<file path="config.mk">
export PLATFORM = sky130hd
export DESIGN_NAME = phase_clk_divider
export DESIGN_NICKNAME = d
export VERILOG_FILES = /design/src/rtl/clkdiv_pkg.sv /design/src/rtl/clkdiv_rst_sync.sv /design/src/rtl/clkdiv_counter.sv /design/src/rtl/clkdiv_phase.sv /design/src/rtl/clkdiv_outputs.sv /design/src/rtl/phase_clk_divider.sv
export SDC_FILE = /design/constraint.sdc
export NUM_CORES = 1
export LEC_CHECK = 0
export BUFFER_PORTS_ARGS = -buffer_cell sky130_fd_sc_hd__clkbuf_2
export CORE_AREA = 3 3 40 42
export DETAILED_ROUTE_END_ITERATION = 7
export DIE_AREA = 0 0 43 45
export PLACE_DENSITY = 0.73
export SLEW_MARGIN = 20
export SYNTH_ARGS = -nofsm -noshare
export SYNTH_HDL_FRONTEND = slang
export SYNTH_SLANG_ARGS = --single-unit
</file>
<file path="constraint.sdc">
create_clock -name clk -period 1.3 [get_ports clk]
set_clock_uncertainty 0.2 [all_clocks]
set_input_delay 0.195 -clock clk [delete_from_list [all_inputs] [get_ports clk]]
set_output_delay 0.195 -clock clk [all_outputs]
set_load 0.1 [all_outputs]
</file>
<file path="src/rtl/clkdiv_pkg.sv">
package clkdiv_pkg;
  localparam int unsigned CNT_W = 3;
  typedef logic [CNT_W-1:0] cnt_t;

  typedef enum logic [1:0] {
    PH_LAG2  = 2'b00,
    PH_LAG1  = 2'b01,
    PH_ZERO  = 2'b10,
    PH_LEAD1 = 2'b11
  } phase_e;

  typedef enum logic [1:0] {
    FB_A     = 2'b00,
    FB_B     = 2'b01,
    FB_C     = 2'b10,
    FB_C_ALT = 2'b11
  } fb_e;

  // Offset added to the count before the slow group is decoded
  function automatic cnt_t phase_offset(phase_e p);
    cnt_t off;
    case (p)
      PH_LAG2:  off = cnt_t'(6);
      PH_LAG1:  off = cnt_t'(7);
      PH_ZERO:  off = cnt_t'(0);
      default:  off = cnt_t'(1);
    endcase
    return off;
  endfunction
endpackage

</file>
<file path="src/rtl/clkdiv_rst_sync.sv">
module clkdiv_rst_sync #(
  parameter int unsigned STAGES = 2
) (
  input  logic clk,
  input  logic rst_n,
  output logic rst_sync_n
);
  logic [STAGES-1:0] sync_q;

  always_ff @(posedge clk or negedge rst_n) begin
    if (!rst_n) sync_q <= '0;
    else        sync_q <= {sync_q[STAGES-2:0], 1'b1};
  end

  assign rst_sync_n = sync_q[STAGES-1];
endmodule

</file>
<file path="src/rtl/clkdiv_counter.sv">
module clkdiv_counter
  import clkdiv_pkg::*;
(
  input  logic clk,
  input  logic rst_n,
  input  logic test_mode,
  input  logic osc_tick,
  input  logic ref_tick,
  output logic step,
  output logic wrap,
  output cnt_t cnt_nxt
);
  cnt_t cnt_q;

  // Bypass mux: the reference tick replaces the oscillator tick in test mode
  always_comb begin
    step    = test_mode ? ref_tick : osc_tick;
    cnt_nxt = step ? cnt_q + cnt_t'(1) : cnt_q;
    wrap    = step && (cnt_q == '1);
  end

  // Reset to the last count so that the first step lands on zero
  always_ff @(posedge clk or negedge rst_n) begin
    if (!rst_n)    cnt_q <= '1;
    else if (step) cnt_q <= cnt_nxt;
  end

  AST_BYPASS_IGNORES_OSC: assert property (@(posedge clk) disable iff (!rst_n)
    (test_mode && !ref_tick) |=> $stable(cnt_q));
  AST_NORMAL_IGNORES_REF: assert property (@(posedge clk) disable iff (!rst_n)
    (!test_mode && !osc_tick) |=> $stable(cnt_q));
  AST_COUNT_ADVANCE: assert property (@(posedge clk) disable iff (!rst_n)
    ((test_mode ? ref_tick : osc_tick)) |=> (cnt_q == cnt_t'($past(cnt_q) + cnt_t'(1))));
endmodule

</file>
<file path="src/rtl/clkdiv_phase.sv">
module clkdiv_phase
  import clkdiv_pkg::*;
(
  input  logic       clk,
  input  logic       rst_n,
  input  logic       wrap,
  input  logic [1:0] phase_sel,
  output phase_e     phase_nxt
);
  phase_e phase_q;

  always_comb begin
    phase_nxt = wrap ? phase_e'(phase_sel) : phase_q;
  end

  always_ff @(posedge clk or negedge rst_n) begin
    if (!rst_n)    phase_q <= PH_ZERO;
    else if (wrap) phase_q <= phase_nxt;
  end

  AST_PHASE_HOLD: assert property (@(posedge clk) disable iff (!rst_n)
    !wrap |=> $stable(phase_q));
  AST_PHASE_LOAD: assert property (@(posedge clk) disable iff (!rst_n)
    wrap |=> (phase_q == phase_e'($past(phase_sel))));
endmodule

</file>
<file path="src/rtl/clkdiv_outputs.sv">
module clkdiv_outputs
  import clkdiv_pkg::*;
#(
  parameter int unsigned NUM_A = 5,
  parameter int unsigned NUM_B = 4,
  parameter int unsigned NUM_C = 2
) (
  input  logic             clk,
  input  logic             rst_n,
  input  logic             step,
  input  cnt_t             cnt_nxt,
  input  phase_e           phase_nxt,
  input  logic [1:0]       fb_sel,
  output logic [NUM_A-1:0] grp_a,
  output logic [NUM_B-1:0] grp_b,
  output logic [NUM_C-1:0] grp_c,
  output logic             fb_out
);
  localparam int unsigned MSB = CNT_W - 1;

  cnt_t a_idx;
  logic a_nxt;
  logic b_nxt;
  logic c_nxt;
  logic fb_nxt;

  always_comb begin
    a_idx = cnt_nxt + phase_offset(phase_nxt);
    a_nxt = ~a_idx[MSB];
    b_nxt = ~cnt_nxt[MSB-1];
    c_nxt = ~cnt_nxt[0];
    case (fb_e'(fb_sel))
      FB_A:    fb_nxt = a_nxt;
      FB_B:    fb_nxt = b_nxt;
      default: fb_nxt = c_nxt;
    endcase
  end

  // One flop per output pin, all enabled by the same step
  for (genvar g = 0; g < NUM_A; g++) begin : g_a
    always_ff @(posedge clk or negedge rst_n) begin
      if (!rst_n)    grp_a[g] <= 1'b0;
      else if (step) grp_a[g] <= a_nxt;
    end
  end

  for (genvar g = 0; g < NUM_B; g++) begin : g_b
    always_ff @(posedge clk or negedge rst_n) begin
      if (!rst_n)    grp_b[g] <= 1'b0;
      else if (step) grp_b[g] <= b_nxt;
    end
  end

  for (genvar g = 0; g < NUM_C; g++) begin : g_c
    always_ff @(posedge clk or negedge rst_n) begin
      if (!rst_n)    grp_c[g] <= 1'b0;
      else if (step) grp_c[g] <= c_nxt;
    end
  end

  always_ff @(posedge clk or negedge rst_n) begin
    if (!rst_n)    fb_out <= 1'b0;
    else if (step) fb_out <= fb_nxt;
  end

  AST_C_TOGGLES: assert property (@(posedge clk) disable iff (!rst_n)
    step |=> (grp_c[0] != $past(grp_c[0])));
  AST_B_ON_C_RISE: assert property (@(posedge clk) disable iff (!rst_n)
    !$stable(grp_b[0]) |-> $rose(grp_c[0]));
  AST_A_NEEDS_STEP: assert property (@(posedge clk) disable iff (!rst_n)
    !$stable(grp_a[0]) |-> $past(step));
  AST_HOLD_NO_STEP: assert property (@(posedge clk) disable iff (!rst_n)
    !step |=> $stable({grp_a, grp_b, grp_c, fb_out}));
endmodule

</file>
<file path="src/rtl/phase_clk_divider.sv">
module phase_clk_divider
  import clkdiv_pkg::*;
#(
  parameter int unsigned NUM_A = 5,
  parameter int unsigned NUM_B = 4,
  parameter int unsigned NUM_C = 2
) (
  input  logic             clk,
  input  logic             rst_n,
  input  logic             test_mode,
  input  logic             osc_tick,
  input  logic             ref_tick,
  input  logic [1:0]       phase_sel,
  input  logic [1:0]       fb_sel,
  output logic [NUM_A-1:0] grp_a,
  output logic [NUM_B-1:0] grp_b,
  output logic [NUM_C-1:0] grp_c,
  output logic             fb_out
);
  logic   rst_sync_n;
  logic   step;
  logic   wrap;
  cnt_t   cnt_nxt;
  phase_e phase_nxt;

  clkdiv_rst_sync #(.STAGES(2)) i_rst_sync (
    .clk        (clk),
    .rst_n      (rst_n),
    .rst_sync_n (rst_sync_n)
  );

  clkdiv_counter i_counter (
    .clk       (clk),
    .rst_n     (rst_sync_n),
    .test_mode (test_mode),
    .osc_tick  (osc_tick),
    .ref_tick  (ref_tick),
    .step      (step),
    .wrap      (wrap),
    .cnt_nxt   (cnt_nxt)
  );

  clkdiv_phase i_phase (
    .clk       (clk),
    .rst_n     (rst_sync_n),
    .wrap      (wrap),
    .phase_sel (phase_sel),
    .phase_nxt (phase_nxt)
  );

  clkdiv_outputs #(.NUM_A(NUM_A), .NUM_B(NUM_B), .NUM_C(NUM_C)) i_outputs (
    .clk       (clk),
    .rst_n     (rst_sync_n),
    .step      (step),
    .cnt_nxt   (cnt_nxt),
    .phase_nxt (phase_nxt),
    .fb_sel    (fb_sel),
    .grp_a     (grp_a),
    .grp_b     (grp_b),
    .grp_c     (grp_c),
    .fb_out    (fb_out)
  );

  AST_RESET_OUTPUTS_LOW: assert property (@(posedge clk)
    !rst_sync_n |-> ({grp_a, grp_b, grp_c, fb_out} == '0));
endmodule

</file>
After elaboration in Yosys (flattened, before gate mapping)
Cells that the tools add are included.
{"block": "totals", "output_inout_bits": 12, "mem_count": 0, "wordCells": 24, "in_bits": 9, "latchBits": 0, "rom_bits": 0, "ff_bits": 11, "ramBits": 0}
{"block": "op_classes", "n_lt_le_gt_ge": 0, "n_bitwise": 3, "mul": 0, "reduce_logical": 3, "n_addsub": 2, "n_div": 0, "n_shift": 0, "n_mux": 5, "n_eq_ne": 4}
{"cell": "case mux 3 bit (3 select lines)", "n": 1}
{"cell": "== test 2 x 1 -> 1 bit (second input constant)", "n": 2}
{"cell": "logical NOT 2 bit", "n": 2}
{"cell": "adder 3 x 1 -> 3 bit (second input constant)", "n": 1}
{"cell": "adder 3 bit", "n": 1}
{"cell": "== test 3 bit (second input constant)", "n": 1}
{"cell": "two-way mux 3 bit", "n": 1}
{"cell": "inverter 1 bit", "n": 3}
{"cell": "== test 2 bit (second input constant)", "n": 1}
{"cell": "two-way mux 2 bit", "n": 1}
{"cell": "case mux 1 bit (2 select lines)", "n": 1}
{"cell": "logical AND 1 bit", "n": 1}
{"cell": "two-way mux 1 bit", "n": 1}

Depth between registers and ports, before layout
{"block": "depth", "word_depth": 8, "ltp_mapped": 9, "mapped_depth_nobuf": 9}

Hierarchy
From an unflattened synthesis, not the netlist that was laid out.
{"block": "hier_totals", "cells_unflattened": 54, "hier_area_um2": 638.1}
{"module": "clkdiv_outputs", "seq_area_each_um2": 100.1, "instances": 1, "cells_per_inst": 31, "area_per_inst_um2": 286.5}
{"module": "clkdiv_counter", "seq_area_each_um2": 78.8, "instances": 1, "cells_per_inst": 14, "area_per_inst_um2": 201.4}
{"module": "clkdiv_phase", "seq_area_each_um2": 51.3, "instances": 1, "cells_per_inst": 6, "area_per_inst_um2": 96.3}
{"module": "clkdiv_rst_sync", "seq_area_each_um2": 50.0, "instances": 1, "cells_per_inst": 3, "area_per_inst_um2": 53.8}

Least setup slack after synthesis
OpenSTA, ideal clock, no wires.
{"block": "synth_path", "path_type": "reg2reg", "startpoint": "register i_counter.cnt_q[0]", "endpoint": "register i_outputs.fb_out", "n_path_buf": 0, "arrival_time_ns": 1.844, "stages_incl_launch_ff": 10, "path_slack_ns": -0.869, "period_less_slack_ns": 2.169, "cell_sequence": "dfstp_2 > ha_1 > ha_1 > nand2_2 > mux2_2 > inv_1 > ha_1 > a31oi_2 > xnor2_1 > o21ai_1"}
{"block": "synth_between", "elab_chain_cells": 8, "elab_cells_between_ends": 14}
{"element": "from (decl)", "line": "clkdiv_counter.sv:13", "text": "cnt_t cnt_q;"}
{"element": "from (signal assigned)", "line": "clkdiv_counter.sv:25", "text": "else if (step) cnt_q <= cnt_nxt;"}
{"element": "== test 3 bit", "line": "clkdiv_counter.sv:19", "text": "wrap = step && (cnt_q == '1);"}
{"element": "logical AND 1 bit", "line": "clkdiv_counter.sv:19"}
{"element": "two-way mux 2 bit", "line": "clkdiv_phase.sv:13", "text": "phase_nxt = wrap ? phase_e'(phase_sel) : phase_q;"}
{"element": "== test 2 bit, or another cell as far along", "line": "clkdiv_pkg.sv:22", "text": "case (p)"}
{"element": "case mux 3 bit (3 select lines)", "line": "clkdiv_pkg.sv:22"}
{"element": "adder 3 bit", "line": "clkdiv_outputs.sv:28", "text": "a_idx = cnt_nxt + phase_offset(phase_nxt);"}
{"element": "inverter 1 bit", "line": "clkdiv_outputs.sv:29", "text": "a_nxt = ~a_idx[MSB];"}
{"element": "case mux 1 bit (2 select lines) (*)", "line": "clkdiv_outputs.sv:32", "text": "case (fb_e'(fb_sel))"}
{"element": "to (signal assigned)", "line": "clkdiv_outputs.sv:63", "text": "else if (step) fb_out <= fb_nxt;"}
{"element": "to (decl)", "line": "clkdiv_outputs.sv:17", "text": "output logic fb_out"}
Every way passes the cells marked *; elsewhere a longest branch is shown, timed or not.
A chain may end at the register's enable or synchronous reset.

Final worst setup path
{"block": "layout_path", "startpoint": "register i_counter.cnt_q[1]", "endpoint": "register i_outputs.fb_out"}
Same word-level chain as after synthesis.

==> results.json <==
{
  "status": "finished with violations",
  "violations": "negative hold slack, negative setup slack",
  "dp_cells": 98,
  "post-route-drc-count": 0,
  "hold_class": "reg2async",
  "yosysWarnings": 0,
  "clk_latency_ps": 270,
  "cp_max_fo": 2,
  "gp_congestion": 0.784,
  "totalWireLength_um": 1390,
  "grt_overflow": 0,
  "hold_viol": 5,
  "crit_required_ps": 1260,
  "pin_count": 21,
  "yosysUniqueCellTypes": 23,
  "instances_no_fill": 104,
  "post-route-period-util_pct": 164,
  "tns_ps": -3290,
  "grt_max_degree": 10,
  "syn-num-nets": 69,
  "cts-htree-levels": 1,
  "die_x_um": 43,
  "fin_hold_ws_ps": -53.1,
  "place_ws_ps": -892,
  "drive_gt1_share_pct": 66.3,
  "netlist_instances": 57,
  "ys_seq_area_share_pct": 46.6,
  "finalWorstSetupSlack_ps": -835,
  "numClockSinks": 11,
  "min_period_ps": 2130,
  "antenna_cells": 0,
  "grt_pass1_wl_um": 2320,
  "postCtsSetupRepairBufs": 0,
  "first_iter_violations": 12,
  "ys_seq_elements": 11,
  "grt_pass1_vias": 531,
  "portBuffers": 20,
  "fp-row-count": 13,
  "cts_buffer_depth": 2,
  "grt_setup_unrepaired": "yes",
  "syn_to_final_growth_pct": 79.6,
  "cts_buffers": 3,
  "wl_per_cell_um": 13.4,
  "critPathLaunchType": "register",
  "hpwl_um": 1120,
  "start_util_pct": 46.8,
  "dr_total_vias": 529,
  "path_class": "reg2reg",
  "grt_antenna_before_repair": 0,
  "layout.nets": 102,
  "cap_violations": 0,
  "core_um2": 1280,
  "synth.avg_cell_area_um2": 10.6,
  "drt_first_pass_iters": 4,
  "clk_pin_slew_worst_paths_ps": 70,
  "final-setup-viol-count": 15,
  "postRouteAntennaNets": 0,
  "hold_buffers": 2,
  "die_y_um": 45,
  "grt_usage_pct": 16.8,
  "critPathCaptureType": "register",
  "netlist_area_um2": 602,
  "slew_violations": 0,
  "cts_tree": "yes",
  "root_buffer": "clkbuf_4",
  "die-area_um2": 1940,
  "critPathArrivalTime_ps": 2090,
  "vias_per_cell": 5.09,
  "max_freq_mhz": 468
}
-- through the flow --
step	utilization [%]	instance area, um2
final	84.1	1080
after global routing	84.1	1080
after CTS	83.2	1070
after detailed placement	78.8	1010
after global placement	78.8	1010
after floorplan	-	702
-- logic make-up after synthesis --
family | synth area share, %
other | 0.623
muxes | 9.15
DFF | 46.6
AOI/OAI and AO/OA | 12.1
adders and majority gates | 6.24
buffers and inverters | 11.2
xor gates and xnor gates | 4.37
and+or+nand+nor | 9.77
-- cell type report --
| type | instances | area, um2 |
|---|---|---|
| Clock buffer | 4 | 26.3 |
| Fill cell | 63 | 204 |
| Timing Repair Buffer | 36 | 409 |
| Multi-Input combinational cell | 36 | 328 |
| Tap cell | 15 | 18.8 |
| Sequential cell | 11 | 292 |
| Inverter | 2 | 7.51 |
-- cell usage after synthesis --
library cell	number	area (um2)
nand2_2	1	6.26
ha_1	3	37.5
o311a_2	1	11.3
dfstp_2	4	105
mux2_2	1	11.3
o21a_1	1	7.51
xnor2_1	2	17.5
buf_4	8	60.1
nand2_1	9	33.8
a21oi_1	3	15.0
a31oi_2	1	12.5
o22ai_1	1	6.26
mux2_4	2	30.0
nor3_1	1	5.00
o21ai_1	2	10.0
dfrtp_1	7	175
conb_1	1	3.75
nor2_1	2	7.51
mux2i_2	1	13.8
o21ai_0	2	10.0
xor2_1	1	8.76
or3_1	1	6.26
inv_1	2	7.51
-- cells in the final DEF, fill, tap and decap left out, types with 3 or more instances in the layout --
cell      instances
buf_4            13
ha_4              3
clkbuf_4          3
dfstp_2           4
nand2_1           8
dfrtp_4           3
clkbuf_2          8
buf_12           12
a21oi_1           3
mux2_4            3
dfrtp_1           4
-- worst max-delay path: stages (launching register included) --
cell and delay (ps):
dfstp_2 560, ha_4 140, ha_4 130, nand2_4 50, mux2_4 300, inv_2 70, ha_4 190, a31oi_4 140
xnor2_2 150, o21ai_1 80
-- final timing paths --
kind | endpoint | slack, ps | startpoint | cells past startpoint
worst max-delay path | i_outputs.fb_out$_DFFE_PN0P_ | -830 | i_counter.cnt_q[1]$_DFFE_PN1P_ | 9
worst min-delay path | i_outputs.grp_b[0]$_DFFE_PN0P_ | -50 | i_rst_sync.sync_q[1]$_DFF_PN0_ | 0
worst max register to register | i_outputs.fb_out$_DFFE_PN0P_ | -830 | i_counter.cnt_q[1]$_DFFE_PN1P_ | 9
worst min register to register | i_outputs.grp_b[0]$_DFFE_PN0P_ | -50 | i_rst_sync.sync_q[1]$_DFF_PN0_ | 0
max in group asynchronous | i_counter.cnt_q[1]$_DFFE_PN1P_ | 650 | i_rst_sync.sync_q[1]$_DFF_PN0_ | 0
min in group clk | i_phase.phase_q[0]$_DFFE_PN0N_ | 0 | phase_sel[0] | 2
-- flip-flops by register name (all words and copies together) (netlist names) --
signal	count
i_outputs.grp_a	1
i_phase.phase_q	2
i_outputs.grp_c	1
i_rst_sync.sync_q	2
i_outputs.fb_out	1
i_outputs.grp_b	1
i_counter.cnt_q	3
-- timing repair --
item,CTS,global route
pin swaps,2,1
setup endpoints to repair,17,17
hold endpoints to repair,8,5
gates resized for setup,3,4
-- metal layers --
layer  routed length [um]  up-vias  GRT usage [%]
met5                    0        -              0
met4                   17        0           7.23
met3                   79        4           4.78
met2                  764       21           32.3
met1                  532      251           16.9
li1                     -      253              -
Power is not shown: default switching activity piles up to over one toggle a cycle in this logic, so the estimate is an artifact.
